[src/rtl/ahbl_watch.sv]
module ahbl_watch #(
  parameter int AW   = 32,
  parameter int MAXW = 16,
  parameter int CW   = 16
) (
  input  logic          clk,
  input  logic          rst_n,
  input  logic [AW-1:0] bus_addr,
  input  logic [1:0]    bus_trans,
  input  logic          bus_write,
  input  logic [2:0]    bus_size,
  input  logic [2:0]    bus_burst,
  input  logic          bus_ready,
  input  logic [1:0]    bus_resp,
  output logic          flag_hold,
  output logic          flag_stall,
  output logic          flag_err_seq,
  output logic          flag_resp_code,
  output logic          flag_burst_addr,
  output logic          flag_burst_type,
  output logic          any_violation,
  output logic [CW-1:0] cov_wait,
  output logic [CW-1:0] cov_err,
  output logic [CW-1:0] cov_burst
);

  localparam int LW = $clog2(MAXW + 1);
  localparam logic [1:0] T_IDLE = 2'b00;
  localparam logic [1:0] T_NSEQ = 2'b10;
  localparam logic [1:0] T_SEQ  = 2'b11;
  localparam logic [1:0] R_ERR  = 2'b01;

  function automatic logic [4:0] beats_of(input logic [2:0] k);
    case (k)
      3'd2, 3'd3: return 5'd4;
      3'd4, 3'd5: return 5'd8;
      3'd6, 3'd7: return 5'd16;
      default:    return 5'd0;
    endcase
  endfunction

  // previous-cycle view
  logic [AW-1:0] p_addr;
  logic          p_write;
  logic [2:0]    p_size, p_burst;
  logic          p_ready, p_err1;
  logic [LW-1:0] lcnt;

  // burst tracker
  logic          in_bst, bst_fix;
  logic [4:0]    rem;
  logic [AW-1:0] exp_addr;

  logic          err_now, accepted, burst_done, wrap;
  logic [4:0]    nb;
  logic [AW-1:0] step, sum, span, nxt;

  assign err_now    = bus_resp == R_ERR;
  assign accepted   = bus_ready && bus_trans[1];
  assign burst_done = accepted && bus_trans == T_SEQ && in_bst && bst_fix && rem == 5'd1;

  assign nb   = beats_of(bus_burst);
  assign wrap = bus_burst != 3'd0 && !bus_burst[0];
  assign step = AW'(1) << bus_size;
  assign sum  = bus_addr + step;
  assign span = (AW'(nb) << bus_size) - AW'(1);
  assign nxt  = wrap ? ((bus_addr & ~span) | (sum & span)) : sum;

  logic c_hold, c_stall, c_err, c_resp, c_baddr, c_btype;

  assign c_hold  = !p_ready && (bus_addr != p_addr || bus_write != p_write ||
                                bus_size != p_size || bus_burst != p_burst);
  assign c_stall = !bus_ready && lcnt == LW'(MAXW - 1);
  assign c_err   = p_err1 && !(err_now && bus_ready);
  assign c_resp  = bus_resp[1];
  assign c_baddr = in_bst && bus_trans == T_SEQ && bus_addr != exp_addr;
  assign c_btype = in_bst && bst_fix && !bus_trans[0];

  assign any_violation = flag_hold | flag_stall | flag_err_seq |
                         flag_resp_code | flag_burst_addr | flag_burst_type;

  always_ff @(posedge clk or negedge rst_n) begin
    if (!rst_n) begin
      p_addr  <= '0;
      p_write <= 1'b0;
      p_size  <= '0;
      p_burst <= '0;
      p_ready <= 1'b1;
      p_err1  <= 1'b0;
      lcnt    <= '0;
    end else begin
      p_addr  <= bus_addr;
      p_write <= bus_write;
      p_size  <= bus_size;
      p_burst <= bus_burst;
      p_ready <= bus_ready;
      p_err1  <= err_now && !bus_ready;
      if (bus_ready)               lcnt <= '0;
      else if (lcnt != LW'(MAXW))  lcnt <= lcnt + LW'(1);
    end
  end

  always_ff @(posedge clk or negedge rst_n) begin
    if (!rst_n) begin
      flag_hold       <= 1'b0;
      flag_stall      <= 1'b0;
      flag_err_seq    <= 1'b0;
      flag_resp_code  <= 1'b0;
      flag_burst_addr <= 1'b0;
      flag_burst_type <= 1'b0;
    end else begin
      flag_hold       <= flag_hold       | c_hold;
      flag_stall      <= flag_stall      | c_stall;
      flag_err_seq    <= flag_err_seq    | c_err;
      flag_resp_code  <= flag_resp_code  | c_resp;
      flag_burst_addr <= flag_burst_addr | c_baddr;
      flag_burst_type <= flag_burst_type | c_btype;
    end
  end

  always_ff @(posedge clk or negedge rst_n) begin
    if (!rst_n) begin
      in_bst   <= 1'b0;
      bst_fix  <= 1'b0;
      rem      <= '0;
      exp_addr <= '0;
    end else if (accepted) begin
      if (bus_trans == T_NSEQ) begin
        in_bst   <= bus_burst != 3'd0;
        bst_fix  <= bus_burst > 3'd1;
        rem      <= nb - 5'd1;
        exp_addr <= nxt;
      end else if (in_bst) begin
        exp_addr <= nxt;
        if (bst_fix) begin
          rem <= rem - 5'd1;
          if (rem == 5'd1) in_bst <= 1'b0;
        end
      end
    end else if (bus_ready && bus_trans == T_IDLE) begin
      in_bst <= 1'b0;
    end
  end

  always_ff @(posedge clk or negedge rst_n) begin
    if (!rst_n) begin
      cov_wait  <= '0;
      cov_err   <= '0;
      cov_burst <= '0;
    end else begin
      if (!bus_ready)           cov_wait  <= cov_wait + CW'(1);
      if (err_now && bus_ready) cov_err   <= cov_err + CW'(1);
      if (burst_done)           cov_burst <= cov_burst + CW'(1);
    end
  end

endmodule

[config.mk]
export PLATFORM = sky130hd
export DESIGN_NAME = ahbl_watch
export DESIGN_NICKNAME = d
export VERILOG_FILES = /design/src/rtl/ahbl_watch.sv
export SDC_FILE = /design/constraint.sdc
export NUM_CORES = 1
export LEC_CHECK = 0
export BUFFER_PORTS_ARGS = -buffer_cell sky130_fd_sc_hd__buf_4
export CAP_MARGIN = 15
export CORE_MARGIN = 2
export CORE_UTILIZATION = 53
export DETAILED_ROUTE_END_ITERATION = 6
export GPL_TIMING_DRIVEN = 0
export HOLD_SLACK_MARGIN = 0.02
export PLACE_DENSITY = 0.85
export SYNTH_ARGS = -nofsm -noshare
export SYNTH_HDL_FRONTEND = slang
export SYNTH_SLANG_ARGS = --single-unit
[constraint.sdc]
create_clock -name clk -period 2.1 [get_ports clk]
set_input_delay 0.42 -clock clk [delete_from_list [all_inputs] [get_ports clk]]
set_output_delay 0.42 -clock clk [all_outputs]
set_load 0.01 [all_outputs]
# Word-level counts from Yosys, hierarchy flattened
# Index checks and enable logic that the tools add are counted.
[op_classes] muxes=15 n_eq_ne=17 n_lt_le_gt_ge=1 shift=2 n_bitwise=15 n_reduce_logical=36 n_addsub=8
[ops] operator="$mux W32" count=3
[ops] operator="$and A32 B32 Y32" count=2
[ops] operator="$ne A32 B32 Y1" count=2
[ops] operator="$add A16 B1 Y16 const B" count=3
[ops] operator="$add A32 B32 Y32" count=1
[ops] operator="$not A32 Y32" count=1
[ops] operator="$or A32 B32 Y32" count=1
[ops] operator="$shl A1 B3 Y32 const A" count=1
[ops] operator="$shl A5 B3 Y32" count=1
[ops] operator="$sub A32 B1 Y32 const B" count=1
[ops] operator="$mux W5" count=5
[ops] operator="$logic_and A1 B1 Y1" count=16
[ops] operator="$pmux W5 S3" count=1
[ops] operator="$eq A3 B3 Y1 const B" count=4
[ops] operator="$or A1 B1 Y1" count=11
[ops] operator="$sub A5 B1 Y5 const B" count=2
[ops] operator="$reduce_bool A2 Y1" count=4
[ops] operator="$eq A3 B2 Y1 const B" count=2
[ops] operator="$mux W1" count=6
[ops] operator="$ne A3 B3 Y1" count=2
[ops] operator="$reduce_or A2 Y1" count=3
[ops] operator="$add A5 B1 Y5 const B" count=1
[ops] operator="$eq A5 B1 Y1 const B" count=1
[ops] operator="$eq A5 B4 Y1 const B" count=1
[ops] operator="11 further kinds" count=19
[totals] output_inout_bits=55 word_cells=114 register_bits=139

# Depth between registers and ports, before layout
# Gate-level depths: netlist of run 1.
[logic_depth] depth_word=11 depth_mapped=13 depth_no_buf=10

# Worst setup path before layout of run 1
# No wires, ideal clock.
[synth_path] kind="input -> register" start="input port bus_size[0]" end="register exp_addr[28]" required_time_ns=2.018 stages=12 slack_ns=-0.985 path_buffers=3 arrival_ns=3.003 setup_ns=0.082 cell_sequence="clkbuf_1 clkbuf_1 nor3_1 ha_1 inv_1 fa_1 nand2b_1 a211oi_2 o21ai_1 clkbuf_1 or4_1 a31oi_1"
[synth_between] elab_chain_len=8
[synth_lines] element="start, declared" line_no="11" rtl="input logic [2:0] bus_size,"
[synth_lines] element="$shl A5 B3 Y32" line_no="66" rtl="assign span = (AW'(nb) << bus_size) - AW'(1);"
[synth_lines] element="$sub A32 B1 Y32" line_no="66"
[synth_lines] element="$not A32 Y32" line_no="67" rtl="assign nxt = wrap ? ((bus_addr & ~span) | (sum & span)) : sum;"
[synth_lines] element="$and A32 B32 Y32" line_no="67"
[synth_lines] element="$or A32 B32 Y32" line_no="67"
[synth_lines] element="$mux W32 (*)" line_no="67"
[synth_lines] element="$mux W32" line_no="133" rtl="end else if (in_bst) begin"
[synth_lines] element="$mux W32 (*)" line_no="128" rtl="if (bus_trans == T_NSEQ) begin"
[synth_lines] element="end signal, assigned" line_no="132" rtl="exp_addr <= nxt;"
[synth_lines] element="end signal, assigned" line_no="134" rtl="exp_addr <= nxt;"
[synth_lines] element="end, declared" line_no="52" rtl="logic [AW-1:0] exp_addr;"
# Mark *: on every way between the ends. The rest lies on a longest branch, timed or not. The select of a mux whose other input is x is not followed.
# A chain may end at the register's enable or synchronous reset.

# Final worst setup path of run 1
[layout_path] start="input port bus_size[1]" end="register exp_addr[12]"
# The elaborated chain is that of the path after synthesis.

==> impl_metrics.toml, run 1 <==
[detailed_routing]
drtIter0Drc = 807
route.detailed.drc = 0
viasPerCell = 6.026
firstDrtPassIters = 6
wl_um = 20380
ant_nets = 0
vias = 6610
wl_per_cell_um = 18.58

[floorplan]
fp.dieH_um = 123.3
die-area_um2 = 15200
start_util_pct = 54.34
rows = 43
fp.coreArea_um2 = 13880
top_level_ports = 101
die_w_um = 123.3

[synthesis]
ys_types = 67
async_flop_share_pct = 100.0
synth-main-ff-cell = "dfrtp_1"
yosysSeqAreaShare_pct = 46.13
synthCells = 753
syn_avg_cell_area_um2 = 10.02
synth_area_um2 = 7542
synth-seq-cells = 139
ys_warn_count = 0
synth_nets = 819
synth_edf_count = 0

[power]
powerDensity_nw_per_um2 = 813.7
cellLeakagePower_nw = 4.364
peakVddDrop_mv = 0.6633
fin_total_pwr_w = 0.007951

[critical_path]
cp_cell_sequence = "buf_4 -> clkbuf_16 -> nor3_4 -> ha_2 -> inv_2 -> fa_2 -> nand2b_4 -> a211oi_4 -> o21ai_2 -> clkbuf_8 -> buf_6 -> or3_1 -> a31oi_1"
end_kind = "register"
r2r_start = "in_bst"
required_ps = 2440
r2r-end = "exp_addr[30]"
start_kind = "input pin"
r2r_slack_ps = -30
critical_path.max_stage_delay_ps = 370
slowest_stage = "or3_1"
path_class = "input pin to register"
arrival_ps = 2850
crit_path_start = "bus_size[1]"
cp-endpoint = "exp_addr[12]"
worstPathMaxFanout = 8
reg2regPathDepth = 6

[timing]
finalSetupViolCount = 26
setup_slack_ps = -409.3
post-route-period-util_pct = 119.5
layout_min_cycle_time_ps = 2509
whs_ps = 105.4
finalHoldViolations = 0
maxSlewHeadroom_pct = 41.12
slew_violations = 0
fin_worst_skew_ps = 4.858
worst_pin_slew_ps = 875.1
rsz0062_at_grt = "true"
fmax_mhz = 398.5

[run]
drv_cap = 0

[placement]
port_buffers = 100
hpwl_um = 13470
placed_area_um2 = 8706
finalWeightedCongestion = 0.9483

[status]
status = "complete, but fails checks"
violations = "negative setup slack"

[global_routing]
grt_usage_pct = 27.15
grt_pass1_wl_um = 31620
grt_max_degree = 89
grt_antenna_before_repair = 0
grt_overflow_total = 0
grt_pass1_vias = 6302

[clock_tree]
clkSinkCount = 139
h-tree-depth = 4
cts_max_path_buffers = 2
clk_latency_ps = 420
root_buffer = "clkbuf_16"
cts_tree = "done"
clkTransAtPathRegs_ps = 60
numCtsBuffers = 17

[finish]
diodes = 0
fin_area_um2 = 9772
areaGrowthSynthToFinish_pct = 29.56
nFillCells = 980
drive_above_1_share_pct = 25.08
layout.nets = 973

[min_path]
hp-class = "input pin to register"
min_from = "bus_burst[0]"
worst min path at each step:
stage / end / slack (ps) / cells past startpoint
detailed placement: cov_wait[11] / 390 / 1
CTS: p_burst[0] / 100 / 1
global route: p_burst[0] / 100 / 1
floorplan: bst_fix / 120 / 0
global placement: cov_wait[15] / 460 / 1
finish: p_burst[0] / 110 / 1
synth_stat cells (12+ instances only):
master	number	area [um^2]
o21ai_0	34	170.2
and3_1	14	87.58
ha_1	19	237.7
dfrtp_1	138	3453
a21oi_1	20	100.1
nor2_1	34	127.6
nor4_1	16	100.1
nand2_1	67	251.5
inv_1	24	90.09
xnor2_1	73	639.4
or4_1	12	90.09
clkbuf_1	26	97.59
o211ai_1	12	90.09
nand4_1	29	181.4
xor2_1	63	551.8
nand3_1	22	110.1
cells in the final DEF, fill, tap and decap left out, types with 10 or more instances in the layout:
cell	instances
dfrtp_1	138
buf_4	128
xnor2_1	73
nand2_1	66
xor2_1	63
nor2_1	33
nand4_1	29
o21ai_0	28
inv_1	23
nand3_1	21
clkbuf_16	20
clkbuf_1	19
a21oi_1	19
nor4_1	15
and3_1	13
ha_1	13
or4_1	12
o211ai_1	12
a31oi_1	11
nor3_1	10
registers in the layout, summed over array words and instances, names as in the netlist:
| name | count |
|---|---|
| cov_err | 16 |
| p_write | 1 |
| in_bst | 1 |
| exp_addr | 32 |
| p_size | 3 |
| cov_wait | 16 |
| p_err1 | 1 |
| flag_burst_type | 1 |
| flag_resp_code | 1 |
| flag_err_seq | 1 |
| flag_burst_addr | 1 |
| rem | 5 |
| p_burst | 3 |
| flag_hold | 1 |
| p_ready | 1 |
| p_addr | 32 |
| bst_fix | 1 |
| cov_burst | 16 |
| lcnt | 5 |
| flag_stall | 1 |
per-stage QoR:
step	setup TNS, ps	worst slack (ps)	instances	util [%]
after CTS	-4937	-398.6	1085	69.31
final	-5318	-409.3	1097	70.40
after global routing	-7244	-493.2	1097	70.40
after floorplan	-10140	-702.1	753	-
after detailed placement	-23330	-1115	1034	62.72
after global placement	-22560	-1113	1033	62.49
worst max-delay path: cells and delay by family:
family                   cells  cell delay, ps
AO/OA/AOI/OAI                3             560
adder cells (fa/ha/maj)      2             570
buffers and inverters        5             590
AND/OR/NAND/NOR              3             690
cell families after synthesis:
kind of cell               Yosys count  share of synthesized area [%]
AOI/OAI and AO/OA                  128                          11.21
xor gates and xnor gates           136                          15.79
adders and majority gates           20                          3.417
buffers and inverters               64                          3.384
DFF                                139                          46.13
muxes                               11                          1.526
and+or+nand+nor                    255                          18.53
per-layer routing:
layer / share of wire (%) / GRT usage (%) / up-vias
li1: - / - / 2999
met1: 40 / 34.57 / 3213
met2: 49 / 44.71 / 344
met3: 8.0 / 6.365 / 54
met4: 2.9 / 10.94 / 0
met5: 0 / 0 / -
final cells by class:
| cell class | instances | area (um^2) | share of cell area [%] |
|---|---|---|---|
| buffer | 37 | 244.0 | 2.497 |
| clock buffer | 21 | 450.4 | 4.609 |
| clock inverter | 8 | 121.4 | 1.242 |
| inverter | 24 | 90.09 | 0.9219 |
| multi-input combinational | 550 | 4056 | 41.51 |
| sequential | 139 | 3480 | 35.61 |
| tap | 180 | 225.2 | 2.305 |
| timing repair buffer | 138 | 1105 | 11.31 |
report_power, final:
part | switching (W) | internal, W | total (W)
registers | 0.000338 | 0.00302 | 0.00336
logic | 0.000840 | 0.000778 | 0.00162
clock network | 0.00110 | 0.00187 | 0.00297
what timing repair did:
item,CTS,global route
setup endpoints to repair,29,29
pin swaps,31,18
buffers inserted,24,13
hold buffers,1,0
endpoints found under the hold margin,51,0
gates resized for setup,35,18
(Power assumes the default switching activity.)
==> inputs of run 2 (changes only) <==
--- a/config.mk
+++ b/config.mk
@@ -7,6 +7,7 @@
 export LEC_CHECK = 0
 export BUFFER_PORTS_ARGS = -buffer_cell sky130_fd_sc_hd__buf_4
 export CAP_MARGIN = 15
+export CORE_ASPECT_RATIO = 0.8
 export CORE_MARGIN = 2
 export CORE_UTILIZATION = 53
 export DETAILED_ROUTE_END_ITERATION = 6
==> impl_metrics.toml, run 2 (synthesis gave the netlist of run 1 again) <==
[status]
status = "complete, but fails checks"
violations = "negative hold slack, negative setup slack"

[clock_tree]
numCtsBuffers = 17
cts_tree = "done"
clk_latency_ps = 420
cts_max_path_buffers = 2
h-tree-depth = 4
clkTransAtPathRegs_ps = 60
root_buffer = "clkbuf_16"
clkSinkCount = 139
holdBufCountCts = 0

[run]
drv_cap = 0

[floorplan]
top_level_ports = 101
rows = 38
fp.coreArea_um2 = 13740
start_util_pct = 54.89
die_w_um = 137.4
fp.dieH_um = 110.7
die-area_um2 = 15210

[timing]
setup_slack_ps = -413.6
rsz0062_at_grt = "true"
maxSlewHeadroom_pct = 49.45
post-route-period-util_pct = 119.7
fin_worst_skew_ps = 9.153
finalHoldViolations = 11
fmax_mhz = 397.8
finalSetupViolCount = 25
whs_ps = -15.33
layout_min_cycle_time_ps = 2514
slew_violations = 0
tns_ps = -6317
worst_pin_slew_ps = 751.3

[global_routing]
grt_antenna_before_repair = 0
grt_overflow_total = 0
grt_pass1_wl_um = 32770
grt_usage_pct = 27.75
grt_pass1_vias = 6300
grt_max_degree = 73

[finish]
diodes = 0
mostFrequentLayoutCells = "138 x dfrtp_1, 122 x buf_4, 73 x xnor2_1, 66 x nand2_1, 63 x xor2_1"
areaGrowthSynthToFinish_pct = 30.77
fin_area_um2 = 9863
layout.nets = 968
drive_above_1_share_pct = 25.82
final_common_cell = "dfrtp_1"
reg_top3 = "exp_addr: 32 flops, p_addr: 32 flops"
nFillCells = 933
multi_input_area_um2 = 4119
register_area_um2 = 3480

[detailed_routing]
viasPerCell = 6.014
ant_nets = 0
wl_per_cell_um = 19.10
wl_um = 20890
firstDrtPassIters = 5
vias = 6579
route.detailed.drc = 0
drtIter0Drc = 549

[critical_path]
end_kind = "register"
path_class = "input pin to register"
required_ps = 2440
arrival_ps = 2850
worstPathMaxFanout = 8
start_kind = "input pin"

[placement]
post-place-ws_ps = -1142
port_buffers = 100
hpwl_um = 13920
placed_area_um2 = 8706
finalWeightedCongestion = 0.9610

[power]
cellLeakagePower_nw = 4.378
peakVddDrop_mv = 0.6226
powerDensity_nw_per_um2 = 816.7
fin_total_pwr_w = 0.008055

[min_path]
hp-class = "input pin to async pin"
run 2: worst paths after layout:
check | start | end | slack (ps) | cells past startpoint
setup / recovery | bus_size[1] | exp_addr[28] | -410 | 12
hold / removal | rst_n | cov_err[15] | -20 | 1
setup reg to reg | in_bst | exp_addr[30] | -90 | 6
hold reg to reg | cov_wait[15] | cov_wait[15] | 470 | 1
max in group asynchronous | rst_n | p_ready | 1310 | 2
min in group clk | bus_addr[28] | p_addr[28] | 110 | 1
run 2: layer usage:
layer	GRT usage, %	vias to the layer above	part of all wire [%]
met5	0	-	0
met4	8.522	0	1.9
met3	5.441	47	8.5
met2	41.79	345	47
met1	40.46	3208	43
li1	-	2979	-
run 2: worst max-delay path: stages:
cell       delay, ps
buf_8            100
clkbuf_16        140
nor3_4           240
ha_4             190
inv_2             40
fa_2             340
nand2b_4         160
a211oi_4         290
o21ai_2          130
clkbuf_8         180
or4_1            420
a31oi_1          200
run 2: report_power, final:
group	switching (W)	internal (W)	total, W	leakage [nW]
logic	0.000884	0.000794	0.00168	2.39
registers	0.000340	0.00302	0.00336	1.71
clock network	0.00109	0.00192	0.00301	0.280
total	0.00232	0.00574	0.00805	4.38
run 2: per-stage QoR:
step	std cells	utilization [%]	hold slack (ps)
floorplan	753	-	124.4
global placement	1033	63.13	462.2
detailed placement	1034	63.36	462.5
CTS	1088	70.49	22.41
global route	1094	71.78	36.04
finish	1094	71.78	-15.33
run 2: layout make-up:
| cell class | instances | share of cell area (%) |
|---|---|---|
| repair buffers | 132 | 11.09 |
| well taps | 180 | 2.283 |
| multi-input cells | 550 | 41.76 |
| clock buffers | 24 | 4.782 |
| flip-flops and latches | 139 | 35.28 |
| clock inverters | 7 | 1.167 |
| inverters | 24 | 0.9134 |
| plain buffers | 38 | 2.727 |
run 2: what timing repair did:
action                                  4_1_cts  5_1_grt
hold endpoints to repair                      0        0
pin swaps                                    44       26
gates resized for setup                      48       37
buffers inserted                             24        8
endpoints found under the setup margin       30       32
